`src/rtl/txd_pkg.sv`:
```
package txd_pkg;
   localparam int unsigned WORD_W   = 32;
   // control word fields
   localparam int CTL_CNT_HI = 10;
   localparam int CTL_CHAIN  = 15;
   localparam int CTL_NOCRC  = 16;
   localparam int CTL_SOP    = 21;
   localparam int CTL_EOP    = 22;
   localparam int CTL_IRQ    = 23;
   // status word fields
   localparam int ST_OWN     = 31;
   localparam int ST_ABORT   = 8;
   localparam int ST_UNDER   = 11;
   localparam int ST_BADDESC = 12;
   localparam logic [15:0] ST_KEEP  = 16'h8F1F;
   localparam logic [15:0] ST_FAULT = 16'h8F00;
   // interrupt event positions
   localparam int IRQ_DONE  = 1;
   localparam int IRQ_ERR   = 3;
   localparam int IRQ_UNDER = 9;
   localparam int IRQ_ABORT = 13;
   // descriptor word offsets
   localparam int OFS_STAT = 0;
   localparam int OFS_CTL  = 1;
   localparam int OFS_BUF  = 2;
   localparam int OFS_NEXT = 3;

   typedef enum logic [3:0] {
      S_IDLE, S_RD_ST, S_RD_CTL, S_RD_BUF, S_RD_NXT, S_CHECK,
      S_FETCH, S_EMIT, S_WB_MID, S_WAIT_MAC, S_WB_END, S_WB_BAD
   } txd_state_e;
endpackage

```
`src/rtl/txd_lane_sel.sv`:
```
module txd_lane_sel #(
   parameter bit LITTLE_END = 1'b1
) (
   input  logic [31:0] word_i,
   input  logic [1:0]  lane_i,
   output logic [7:0]  byte_o
);
   generate
      if (LITTLE_END) begin : g_low_first
         assign byte_o = word_i[{lane_i, 3'b000} +: 8];
      end else begin : g_high_first
         assign byte_o = word_i[{~lane_i, 3'b000} +: 8];
      end
   endgenerate
endmodule

```
`src/rtl/txd_desc_check.sv`:
```
module txd_desc_check #(
   parameter int CNT_W = 11
) (
   input  logic [CNT_W-1:0] cnt_i,
   input  logic             sop_i,
   input  logic             eop_i,
   input  logic             chain_i,
   input  logic             first_i,
   output logic             bad_o
);
   logic empty, no_start, dangling;
   assign empty    = (cnt_i == '0);
   assign no_start = first_i && !sop_i;
   assign dangling = !eop_i && !chain_i;
   assign bad_o    = empty || no_start || dangling;
endmodule

```
`src/rtl/txd_irq_map.sv`:
```
module txd_irq_map #(
   parameter int IRQ_W = 16
) (
   input  logic [15:0]      stat_i,
   input  logic             bad_i,
   input  logic             ic_i,
   output logic [31:0]      wb_o,
   output logic [IRQ_W-1:0] irq_o,
   output logic             halt_o
);
   import txd_pkg::*;
   logic fault;
   assign fault = |(stat_i & ST_FAULT);

   always_comb begin
      irq_o  = '0;
      wb_o   = '0;
      halt_o = 1'b0;
      if (bad_i) begin
         wb_o[ST_BADDESC] = 1'b1;
         irq_o[IRQ_ERR]   = 1'b1;
         halt_o           = 1'b1;
      end else begin
         wb_o             = {16'h0000, stat_i & ST_KEEP};
         irq_o[IRQ_ERR]   = fault;
         irq_o[IRQ_UNDER] = stat_i[ST_UNDER];
         irq_o[IRQ_ABORT] = stat_i[ST_ABORT];
         irq_o[IRQ_DONE]  = !fault && ic_i;
         halt_o           = stat_i[ST_ABORT] || stat_i[ST_UNDER];
      end
   end
endmodule

```
`src/rtl/txd_fetch_engine.sv`:
```
module txd_fetch_engine #(
   parameter int AW         = 16,
   parameter bit LITTLE_END = 1'b1,
   parameter int IRQ_W      = 16
) (
   input  logic             clk,
   input  logic             rst_n,
   input  logic             ptr_wr,
   input  logic [AW-1:0]    ptr_wdata,
   input  logic             poll,
   output logic             tx_on,
   output logic [AW-1:0]    cur_ptr,
   output logic             mem_req,
   output logic             mem_we,
   output logic [AW-1:0]    mem_addr,
   output logic [31:0]      mem_wdata,
   input  logic [31:0]      mem_rdata,
   input  logic             mem_ack,
   output logic             fo_valid,
   input  logic             fo_ready,
   output logic [7:0]       fo_data,
   output logic             fo_sop,
   output logic             fo_eop,
   output logic             fo_nocrc,
   output logic             fo_drop,
   input  logic             mac_done,
   input  logic [15:0]      mac_stat,
   output logic [IRQ_W-1:0] irq_pulse
);
   import txd_pkg::*;

   localparam int CNT_W = CTL_CNT_HI + 1;
   localparam logic [AW-1:0] A_STAT = AW'(OFS_STAT);
   localparam logic [AW-1:0] A_CTL  = AW'(OFS_CTL);
   localparam logic [AW-1:0] A_BUF  = AW'(OFS_BUF);
   localparam logic [AW-1:0] A_NEXT = AW'(OFS_NEXT);

   generate
      if (AW < 4 || AW > 32) begin : g_bad_aw
         $error("txd_fetch_engine: AW must lie in 4..32");
      end
      if (IRQ_W < IRQ_ABORT + 1) begin : g_bad_irq
         $error("txd_fetch_engine: IRQ_W too narrow for event bits");
      end
   endgenerate

   txd_state_e       state;
   logic [AW-1:0]    cur_q, nxt_q, buf_q;
   logic [31:0]      word_q;
   logic [CNT_W-1:0] d_cnt, remain_q;
   logic             d_chain, d_sop, d_eop, d_ic, d_nocrc;
   logic [1:0]       lane_q;
   logic             first_q, started_q, ic_q, nocrc_q;
   logic [15:0]      stat_q;
   logic             tx_on_q, poll_q, drop_q;
   logic [IRQ_W-1:0] irq_q;

   logic             bad_desc;
   logic [31:0]      map_wb;
   logic [IRQ_W-1:0] map_irq;
   logic             map_halt;
   logic [7:0]       lane_byte;

   txd_desc_check #(.CNT_W(CNT_W)) u_check (
      .cnt_i(d_cnt), .sop_i(d_sop), .eop_i(d_eop), .chain_i(d_chain),
      .first_i(first_q), .bad_o(bad_desc)
   );

   txd_irq_map #(.IRQ_W(IRQ_W)) u_map (
      .stat_i(stat_q), .bad_i(state == S_WB_BAD), .ic_i(ic_q),
      .wb_o(map_wb), .irq_o(map_irq), .halt_o(map_halt)
   );

   txd_lane_sel #(.LITTLE_END(LITTLE_END)) u_lane (
      .word_i(word_q), .lane_i(lane_q), .byte_o(lane_byte)
   );

   // memory port
   always_comb begin
      mem_req   = 1'b1;
      mem_we    = 1'b0;
      mem_addr  = cur_q;
      mem_wdata = '0;
      case (state)
         S_RD_ST:  mem_addr = cur_q + A_STAT;
         S_RD_CTL: mem_addr = cur_q + A_CTL;
         S_RD_BUF: mem_addr = cur_q + A_BUF;
         S_RD_NXT: mem_addr = cur_q + A_NEXT;
         S_FETCH:  mem_addr = buf_q;
         S_WB_MID: mem_we   = 1'b1;
         S_WB_END, S_WB_BAD: begin
            mem_we    = 1'b1;
            mem_wdata = map_wb;
         end
         default:  mem_req  = 1'b0;
      endcase
   end

   // frame stream
   assign fo_valid  = (state == S_EMIT);
   assign fo_data   = lane_byte;
   assign fo_sop    = fo_valid && first_q && !started_q;
   assign fo_eop    = fo_valid && d_eop && (remain_q == CNT_W'(1));
   assign fo_nocrc  = nocrc_q;
   assign fo_drop   = drop_q;
   assign tx_on     = tx_on_q;
   assign cur_ptr   = cur_q;
   assign irq_pulse = irq_q;

   always_ff @(posedge clk or negedge rst_n) begin
      if (!rst_n) begin
         state     <= S_IDLE;
         cur_q     <= '0;
         nxt_q     <= '0;
         buf_q     <= '0;
         word_q    <= '0;
         d_cnt     <= '0;
         d_chain   <= 1'b0;
         d_sop     <= 1'b0;
         d_eop     <= 1'b0;
         d_ic      <= 1'b0;
         d_nocrc   <= 1'b0;
         remain_q  <= '0;
         lane_q    <= '0;
         first_q   <= 1'b1;
         started_q <= 1'b0;
         ic_q      <= 1'b0;
         nocrc_q   <= 1'b0;
         stat_q    <= '0;
         tx_on_q   <= 1'b0;
         poll_q    <= 1'b0;
         drop_q    <= 1'b0;
         irq_q     <= '0;
      end else begin
         irq_q  <= '0;
         drop_q <= 1'b0;
         if (poll && tx_on_q) poll_q <= 1'b1;
         case (state)
            S_IDLE: begin
               if (ptr_wr) begin
                  cur_q     <= ptr_wdata;
                  tx_on_q   <= 1'b1;
                  poll_q    <= 1'b0;
                  first_q   <= 1'b1;
                  started_q <= 1'b0;
                  ic_q      <= 1'b0;
               end else if (tx_on_q && (poll_q || poll)) begin
                  poll_q <= 1'b0;
                  state  <= S_RD_ST;
               end
            end
            S_RD_ST: if (mem_ack) begin
               if (!mem_rdata[ST_OWN]) state <= first_q ? S_IDLE : S_WB_BAD;
               else                    state <= S_RD_CTL;
            end
            S_RD_CTL: if (mem_ack) begin
               d_cnt   <= mem_rdata[CTL_CNT_HI:0];
               d_chain <= mem_rdata[CTL_CHAIN];
               d_nocrc <= mem_rdata[CTL_NOCRC];
               d_sop   <= mem_rdata[CTL_SOP];
               d_eop   <= mem_rdata[CTL_EOP];
               d_ic    <= mem_rdata[CTL_IRQ];
               state   <= S_RD_BUF;
            end
            S_RD_BUF: if (mem_ack) begin
               buf_q <= mem_rdata[AW-1:0];
               state <= S_RD_NXT;
            end
            S_RD_NXT: if (mem_ack) begin
               nxt_q <= mem_rdata[AW-1:0];
               state <= S_CHECK;
            end
            S_CHECK: begin
               if (bad_desc) begin
                  state <= S_WB_BAD;
               end else begin
                  remain_q <= d_cnt;
                  lane_q   <= '0;
                  if (first_q) nocrc_q <= d_nocrc;
                  ic_q     <= ic_q || d_ic;
                  state    <= S_FETCH;
               end
            end
            S_FETCH: if (mem_ack) begin
               word_q <= mem_rdata;
               buf_q  <= buf_q + AW'(1);
               state  <= S_EMIT;
            end
            S_EMIT: if (fo_ready) begin
               remain_q  <= remain_q - CNT_W'(1);
               lane_q    <= lane_q + 2'd1;
               started_q <= 1'b1;
               if (remain_q == CNT_W'(1)) state <= d_eop ? S_WAIT_MAC : S_WB_MID;
               else if (lane_q == 2'd3)   state <= S_FETCH;
            end
            S_WB_MID: if (mem_ack) begin
               cur_q   <= nxt_q;
               first_q <= 1'b0;
               state   <= S_RD_ST;
            end
            S_WAIT_MAC: if (mac_done) begin
               stat_q <= mac_stat;
               state  <= S_WB_END;
            end
            S_WB_END: if (mem_ack) begin
               irq_q     <= map_irq;
               first_q   <= 1'b1;
               started_q <= 1'b0;
               ic_q      <= 1'b0;
               if (map_halt) begin
                  tx_on_q <= 1'b0;
                  state   <= S_IDLE;
               end else begin
                  cur_q <= nxt_q;
                  state <= S_RD_ST;
               end
            end
            S_WB_BAD: if (mem_ack) begin
               irq_q     <= map_irq;
               tx_on_q   <= 1'b0;
               drop_q    <= started_q;
               first_q   <= 1'b1;
               started_q <= 1'b0;
               ic_q      <= 1'b0;
               state     <= S_IDLE;
            end
            default: state <= S_IDLE;
         endcase
      end
   end
endmodule

```
`config.mk`:
```
export PLATFORM = sky130hd
export DESIGN_NAME = txd_fetch_engine
export DESIGN_NICKNAME = d
export VERILOG_FILES = /design/src/rtl/txd_pkg.sv /design/src/rtl/txd_lane_sel.sv /design/src/rtl/txd_desc_check.sv /design/src/rtl/txd_irq_map.sv /design/src/rtl/txd_fetch_engine.sv
export SDC_FILE = /design/constraint.sdc
export NUM_CORES = 1
export LEC_CHECK = 0
export BUFFER_PORTS_ARGS = -buffer_cell sky130_fd_sc_hd__buf_4
export CORE_AREA = 2 2 132 134
export CTS_CLUSTER_SIZE = 25
export DETAILED_ROUTE_END_ITERATION = 8
export DIE_AREA = 0 0 134 136
export HOLD_SLACK_MARGIN = 0.08
export PLACE_DENSITY_LB_ADDON = 0.1
export SLEW_MARGIN = 20
export SYNTH_ARGS = -nofsm -noshare
export SYNTH_HDL_FRONTEND = slang
export SYNTH_SLANG_ARGS = --single-unit
```
`constraint.sdc`:
```
create_clock -name clk -period 3.8 [get_ports clk]
set_input_delay 0.38 -clock clk [delete_from_list [all_inputs] [get_ports clk]]
set_output_delay 0.38 -clock clk [all_outputs]
set_load 0.005 [all_outputs]
```
# == Word level (Yosys, flattened, before mapping) ==
# Index checks and enable logic that the tools add are counted.
# word_totals
reg_bits,152
latch_bits,0
ram_bits,0
rom_bits,0
out_inout_bits,96
wordCells,172
memories,0
# classes
add_sub_neg,6
n_mul,0
n_div,0
order_cmp,0
eq_ne,31
shift,1
muxes,66
bitwise,1
n_reduce_logical,45
# op_table
operator,n
$mux 16,6
$mux 4,17
$pmux 16 s4,1
$pmux 16 s3,1
$pmux 4 s12,1
$add 16x1->16 const B,2
$add 16x2->16 const B,2
$mux 32,1
$pmux 16 s2,1
$shiftx 32x6->8,1
$ne 2x2->1 const B,15
$mux 14,2
$mux 1,24
$mux 11,2
$pmux 11 s2,1
$eq 4x3->1 const B,4
$eq 4x4->1 const B,4
$reduce_bool 3->1,5
$reduce_and 13->1,1
$mux 12,1
$pmux 1 s3,4
$reduce_and 4->1,3
$eq 11x1->1 const B,1
$logic_not 11->1,1
other kinds (23),49

# == Depth between registers and ports, before layout ==
# Gate-level depths: netlist of the first run.
# logic_depth
depth_word,6
ltp_mapped,9
ltp_nobuf,7

# == Hierarchy ==
# From an unflattened synthesis of the first run, not the netlist that was laid out.
# unflattened
cells_unflattened,854
hier_area_um2,8652.0
# modules_own_cells
mod,n_inst,cells_each,area_per_inst_um2
txd_fetch_engine,1,786,8046.5
txd_irq_map,1,52,374.1
txd_lane_sel,1,10,196.4
txd_desc_check,1,6,35.0

# == Worst setup path before layout of the first run ==
# No wires, ideal clock.
# synth_path
path_kind,register to output
start,reg state[1]
end,out mem_addr[1]
arrival_time_ns,2.053
required_time_ns,3.420
slack_ns,1.367
stages_incl_launch_ff,9
n_path_buf,1
path_cell_list,dfrtp_1 -> buf_6 -> nor4b_4 -> xnor2_1 -> ha_1 -> a311oi_2 -> a31oi_1 -> mux2_2 -> a21o_1
# synth_via
elab_chain_len,2
word_cells_on_any_way,5
# synth_rtl
element,line,rtl
"start, declared",txd_fetch_engine.sv:47,txd_state_e state;
"start signal, assigned",txd_fetch_engine.sv:153,if (!mem_rdata[ST_OWN]) state <= first_q ? S_IDLE : S_WB_BAD;
"start signal, assigned",txd_fetch_engine.sv:193,if (remain_q == CNT_W'(1)) state <= d_eop ? S_WAIT_MAC : S_WB_MID;
$eq 4x3->1 or $eq 4x2->1 (tied branches),txd_fetch_engine.sv:84,case (state)
$pmux 16 s4 (*),txd_fetch_engine.sv:84,
"end, declared",txd_fetch_engine.sv:15,"output logic [AW-1:0] mem_addr,"
# Mark *: on every way between the ends. The rest lies on a longest branch, timed or not.

# == Final worst setup path of the first run ==
# layout_path
start,reg state[2]
end,out mem_addr[1]
# The elaborated chain is that of the path after synthesis.

==> summary.txt, run 1 <==
fin crit share: 88.4%
DRT Pass-1 Iters: 5
critical path data required time: 3.42 ns
Post-DRT Antenna Nets: 0
Total Nets Final: 988
EDFF count, synth: 0
PortBufs: 127
CP arrival: 2.98 ns
Final Hold Vio Count: 0
initial antenna violation count: 0
CTS sink count: 134
fin crit period: 3.36 ns
max-slew violations: 0
largest family of logic cells by synthesized area: compound AO/OA/AOI/OAI gates
Cell Rows: 48
vias per cell: 5.90
Async SR Flop Fraction: 100%
Overflow after GRT: 0
Max Fclk: 298 MHz
cts bufs inserted: 17
Post-CTS Hold Fix Bufs: 0
critical-path maximum fanout: 13
Hold Crit Class: input port to asynchronous set/reset pin
largest net degree at the start of global routing: 116
final core occ: 56.3%
unrepaired setup endpoints after global routing: no
Reg2Reg Setup Slack: 1.40 ns
yosys warns: 0
Mapped Cells: 807
Post-synth top flop: dfrtp_1
CTS max path bufs: 2
compound-cell area share of the yosys netlist: 16.9%
Synth Register Bits: 134
pre-CTS setup slack: 0.936 ns
Antenna diodes: 0
Post-Syn Area: 7970 um2
final wirelength: 22.3 mm
commonest cells after routing, fill and taps aside: 137 x buf_4, 133 x dfrtp_1, 76 x mux2_2, 62 x o21ai_0, 58 x nand2_1
setup repair bufs after CTS: 0
CP endpoint kind: output pin
# resized after CTS: 0
vias in the first global route: 6454
I/O pin total: 167
H-tree depth: 4
outcome: finished, final reports clean
Clock Skew: 0.0136 ns
worst-skew pair later-pin latency: 0.43 ns
Power, Total: 8.16 mW
Leakage Power: 4.14 nW
Least-Margin Pin Slew: 0.907 ns
Die W: 134 um
crit start category: register
FILL cells: 1533
Post-Synth Adder-Cell Area: 1.11%
proportion of layout cells with a drive suffix above 1: 29.9%
hold_ws: 0.0743 ns
area grow syn2layout: 19.3%
first-pass GRT wire length: 35.5 mm
core area: 16900 um2
MaxCap Viol Count: 0
Fin Setup TNS: 0 ns
DRC viols: 0
PwrDens: 858 nW/um2
die area: 18200 um2
final setup fails: 0
R2R cell count: 5
total track usage: 25.1%
root buffer cell: clkbuf_16
most common cell after layout, fill and taps aside: buf_4
Clk pin slew, worst setup/hold paths: 0.06 ns
hpwl dp: 16.2 mm
Initial Util: 47.2%
Crit Path Category: register to output pin
CTS tree: done
peak supply drop: 0.382 mV
post-synthesis mux area share: 15.5%
Routed WL per cell: 19.4 um
Avg Cell Area, Syn: 9.88 um2
Simple-Gate Fraction of Synth Area: 15.7%
PnR worst setup slack: 0.442 ns
Distinct cells, synth: 82
Synth Area in XOR/XNOR: 1.54%
Final GP Congestion: 0.910
Die Ht: 136 um
DR vias: 6773
register area share after synthesis: 42.1%
Slew HR: 39.5%
Iter 0 DRT Violations: 592
-- cells in the mapped netlist, types with 4 or more instances --
master	count	area share [%]
nor4_1	9	0.71
a21oi_1	55	3.5
inv_1	13	0.61
o22ai_1	8	0.63
a22oi_1	10	0.94
a31oi_1	11	0.86
o21a_1	4	0.38
or3_1	5	0.39
buf_4	35	3.3
buf_2	27	1.7
a21o_1	6	0.57
nand4_1	9	0.71
mux2_2	76	11
nand3_1	27	1.7
nor3_1	28	1.8
o31ai_1	6	0.57
a2bb2oi_1	5	0.55
mux4_2	8	2.3
o211ai_1	6	0.57
ha_1	6	0.94
xor2_1	7	0.77
clkbuf_1	17	0.80
nor2_1	41	1.9
and3_1	10	0.78
and2_1	14	1.1
o2bb2ai_1	4	0.44
o21ai_0	62	3.9
nand2_1	58	2.7
xnor2_1	7	0.77
mux2i_1	18	2.3
nand2b_1	7	0.55
dfrtp_1	133	42
-- worst paths after layout --
path,from,endpoint
setup / recovery,state[2]$_DFFE_PN0P_,mem_addr[1]
hold / removal,rst_n,remain_q[1]$_DFFE_PN0P_
setup reg to reg,state[1]$_DFFE_PN0P_,word_q[19]$_DFFE_PN0P_
hold reg to reg,stat_q[1]$_DFFE_PN0P_,stat_q[1]$_DFFE_PN0P_
max in group asynchronous,rst_n,buf_q[4]$_DFFE_PN0P_
min in group clk,mem_rdata[25],word_q[25]$_DFFE_PN0P_
-- power breakdown --
group | switching, mW | internal [mW] | leakage, nW
registers | 0.800 | 2.10 | 1.64
clock network | 0.674 | 0.983 | 0.289
logic | 1.82 | 1.78 | 2.20
total | 3.30 | 4.86 | 4.14
-- cells by family after synthesis --
group | Yosys count
AO/OA/AOI/OAI | 212
XOR/XNOR | 14
adder cells (fa/ha/maj) | 7
buffers and inverters | 100
flip-flops | 134
multiplexers | 104
other | 1
AND/OR/NAND/NOR | 235
-- sequential cells by signal, summed over array words and instances (netlist names), 2 cells and up --
name,cells
buf_q,16
cur_ptr,16
d_cnt,11
irq_pulse,4
lane_q,2
nxt_q,16
remain_q,11
stat_q,10
state,4
word_q,32
-- worst max-delay path: stages, from the launching register on --
cell      delay, ns
dfrtp_1        0.64
nor4b_4        0.48
xnor2_1        0.17
ha_1           0.26
a311oi_2       0.28
a31oi_1        0.13
mux2_2         0.27
a21o_1         0.18
buf_4          0.13
-- layer usage --
| metal | part of all wire, % | GRT usage (%) | up-vias |
|---|---|---|---|
| met1 | 45 | 35.3 | 3335 |
| met4 | 1.7 | 8.04 | 0 |
| li1 | - | - | 3140 |
| met3 | 6.3 | 4.77 | 26 |
| met2 | 47 | 39.3 | 272 |
| met5 | 0 | 0 | - |
-- area by class of cell --
| type | count | area, um2 | share of cell area, % |
|---|---|---|---|
| Tap cell | 225 | 282 | 2.96 |
| Clock buffer | 17 | 425 | 4.47 |
| Sequential cell | 134 | 3350 | 35.3 |
| Inverter | 15 | 56.3 | 0.592 |
| Multi-Input combinational cell | 605 | 4180 | 44.0 |
| Clock inverter | 14 | 169 | 1.78 |
| Timing Repair Buffer | 138 | 1040 | 11.0 |
-- through the flow --
step / instances / instance area, um2
after floorplan: 839 / 8090
after global placement: 1117 / 8910
after detailed placement: 1117 / 8910
after CTS: 1148 / 9510
after global routing: 1148 / 9510
final: 1148 / 9510
(Power assumes the default switching activity.)
==> run 2, diff against run 1 <==
CORE_AREA = 2 2 145 147   (was 2 2 132 134)
DIE_AREA = 0 0 147 149   (was 0 0 134 136)
==> run 2 against run 1 <==
  * First-iteration DRC count fell by 12%
  * Critical path depth unchanged
  * Non-clock buffer count up 2
  * Critical path type unchanged
==> summary.txt, run 2 (synthesis gave the netlist of run 1 again) <==
hold depth: 2
PwrDens: 860 nW/um2 (was 858 nW/um2)
CTS tree: done (unchanged)
Crit-path slowest cell: dfrtp_1 (unchanged)
fin crit share: 86.0% (was 88.4%)
Top Usage Layer GRT: met2 (unchanged)
Clock Skew: 0.00598 ns (was 0.0136 ns)
max-slew violations: 0 (unchanged)
DRT Pass-1 Iters: 6 (was 5)
Fin Setup TNS: 0 ns (unchanged)
commonest cells after routing, fill and taps aside: 137 x buf_4, 133 x dfrtp_1, 76 x mux2_2, 62 x o21ai_0, 58 x nand2_1 (unchanged)
I/O pin total: 167 (unchanged)
Critical Path Sink: mem_addr[1] (unchanged)
die area: 21900 um2 (was 18200 um2)
Cell Rows: 53 (was 48)
DR vias: 6647 (was 6773)
Antenna diodes: 0 (unchanged)
Leakage Power: 4.18 nW (was 4.14 nW)
proportion of layout cells with a drive suffix above 1: 30.0% (was 29.9%)
M2 GR Usage: 32.8% (was 39.3%)
first-pass GRT wire length: 36.4 mm (was 35.5 mm)
outcome: finished, final reports clean (unchanged)
CP bufs+invs: 1 (unchanged)
final core occ: 47.0% (was 56.3%)
multi-input combinational cell area: 4180 um2 (unchanged)
Crit Path Category: register to output pin (unchanged)
vias in the first global route: 6316 (was 6454)
root buffer cell: clkbuf_16 (unchanged)
Slew HR: 46.9% (was 39.5%)
area grow syn2layout: 21.1% (was 19.3%)
Reg2Reg Setup Slack: 1.23 ns (was 1.40 ns)
core area: 20600 um2 (was 16900 um2)
setup repair bufs after CTS: 0 (unchanged)
total track usage: 21.4% (was 25.1%)
Hold Crit Class: input port to register (was input port to asynchronous set/reset pin)
Critical Path Source: state[1]$_DFFE_PN0P_ (was state[2]$_DFFE_PN0P_)
CP arrival: 2.89 ns (was 2.98 ns)
CTS sink count: 134 (unchanged)
cts bufs inserted: 17 (unchanged)
Total Nets Final: 990 (was 988)
worst-skew pair later-pin latency: 0.43 ns (about the same)
final wirelength: 23.1 mm (was 22.3 mm)
Crit path depth: 8 (unchanged)
PortBufs: 127 (unchanged)
vias per cell: 5.53 (was 5.90)
DRC viols: 0 (unchanged)
unrepaired setup endpoints after global routing: no (unchanged)
crit-path cells: nor4b_4, xnor2_1, ha_1, a311oi_2, a31oi_1, mux2_2, a21o_1, buf_4 (unchanged)
Die Ht: 149 um (was 136 um)
peak supply drop: 0.454 mV (was 0.382 mV)
Initial Util: 38.8% (was 47.2%)
Reg with most FFs: word_q (unchanged)
worst reg2reg path endpoint: word_q[11]$_DFFE_PN0P_ (was word_q[19]$_DFFE_PN0P_)
Die W: 147 um (was 134 um)
Max stage delay on crit path: 0.58 ns (was 0.64 ns)
crit start category: register (unchanged)
# resized after CTS: 0 (unchanged)
GRT met3 Usage: 3.70% (was 4.77%)
H-tree depth: 4 (unchanged)
CP top delay family: compound AO/OA/AOI/OAI gates (was flip-flops)
Clk pin slew, worst setup/hold paths: 0.06 ns (about the same)
Final Non-Filler Cells: 1201 (was 1148)
Worst R2R Start: state[1]$_DFFE_PN0P_ (unchanged)
R2R cell count: 5 (unchanged)
MaxCap Viol Count: 0 (unchanged)
initial antenna violation count: 0 (unchanged)
largest net degree at the start of global routing: 81 (was 116)
dpl cells: 1168 (was 1117)
Iter 0 DRT Violations: 522 (was 592)
CP endpoint kind: output pin (unchanged)
most common cell after layout, fill and taps aside: buf_4 (unchanged)
max reg flops: 32 (unchanged)
critical-path maximum fanout: 15 (was 13)
Final GP Congestion: 0.844 (was 0.910)
Overflow after GRT: 0 (unchanged)
hpwl dp: 16.3 mm (was 16.2 mm)
CTS max path bufs: 2 (unchanged)
Routed WL per cell: 19.2 um (was 19.4 um)
critical path data required time: 3.42 ns (about the same)
Max Fclk: 306 MHz (was 298 MHz)
Post-DRT Antenna Nets: 0 (unchanged)
GRT met1 Usage: 31.3% (was 35.3%)
Least-Margin Pin Slew: 0.794 ns (was 0.907 ns)
register area: 3350 um2 (unchanged)
Final Hold Vio Count: 0 (unchanged)
fin crit period: 3.27 ns (was 3.36 ns)
FILL cells: 2003 (was 1533)
final setup fails: 0 (unchanged)
==> run 2: layout make-up <==
| class | instances | area share (%) |
|---|---|---|
| flip-flops and latches | 134 | 34.7 |
| inverters | 15 | 0.583 |
| clock buffers | 18 | 4.55 |
| repair buffers | 140 | 11.1 |
| multi-input cells | 605 | 43.3 |
| clock inverters | 14 | 2.19 |
| well taps | 275 | 3.56 |
==> run 2: repair_timing <==
action / in CTS / in global routing
hold buffers: 1 / 0
hold endpoints to repair: 78 / 0
setup endpoints to repair: 0 / 0
==> run 2: how the worst min path moves through the flow <==
stage / from / endpoint / slack, ns
finish: mem_rdata[25] / word_q[25]$_DFFE_PN0P_ / 0.18
global route: mem_rdata[29] / word_q[29]$_DFFE_PN0P_ / 0.17
CTS: mem_rdata[24] / word_q[24]$_DFFE_PN0P_ / 0.17
detailed placement: poll_q$_DFF_PN0_ / poll_q$_DFF_PN0_ / 0.47
global placement: poll_q$_DFF_PN0_ / poll_q$_DFF_PN0_ / 0.47
floorplan: rst_n / buf_q[0]$_DFFE_PN0P_ / 0.08
==> run 2: worst reg2reg max path, delay by kind of cell, from the launching register on <==
family                 cells  cell delay [ns]
and+or+nand+nor            2             0.78
DFF                        1             0.68
buffers and inverters      2             0.66
muxes                      1             0.34
==> run 2: routing by layer <==
layer	wire [um]	vias to the layer above	share of wire (%)
met1	11100	3264	48
li1	-	3141	-
met4	271	0	1.2
met5	0	-	0
met3	1120	21	4.9
met2	10600	221	46
==> run 2: power breakdown <==
part	switching (mW)	internal [mW]	total (mW)
logic	1.81	1.79	3.59
registers	0.770	2.10	2.87
clock network	0.703	1.14	1.84
total	3.28	5.02	8.30
==> run 2: per-stage QoR <==
step                setup WS [ns]  power (mW)  hold slack [ns]  instance area [um2]
detailed placement          0.970        6.47            0.469                 8990
global route                0.336        8.92            0.165                 9650
global placement            0.990        6.43            0.471                 8990
finish                      0.531        8.30            0.178                 9650
CTS                         0.511        8.34            0.168                 9650
floorplan                    1.37        5.14           0.0844                 8090
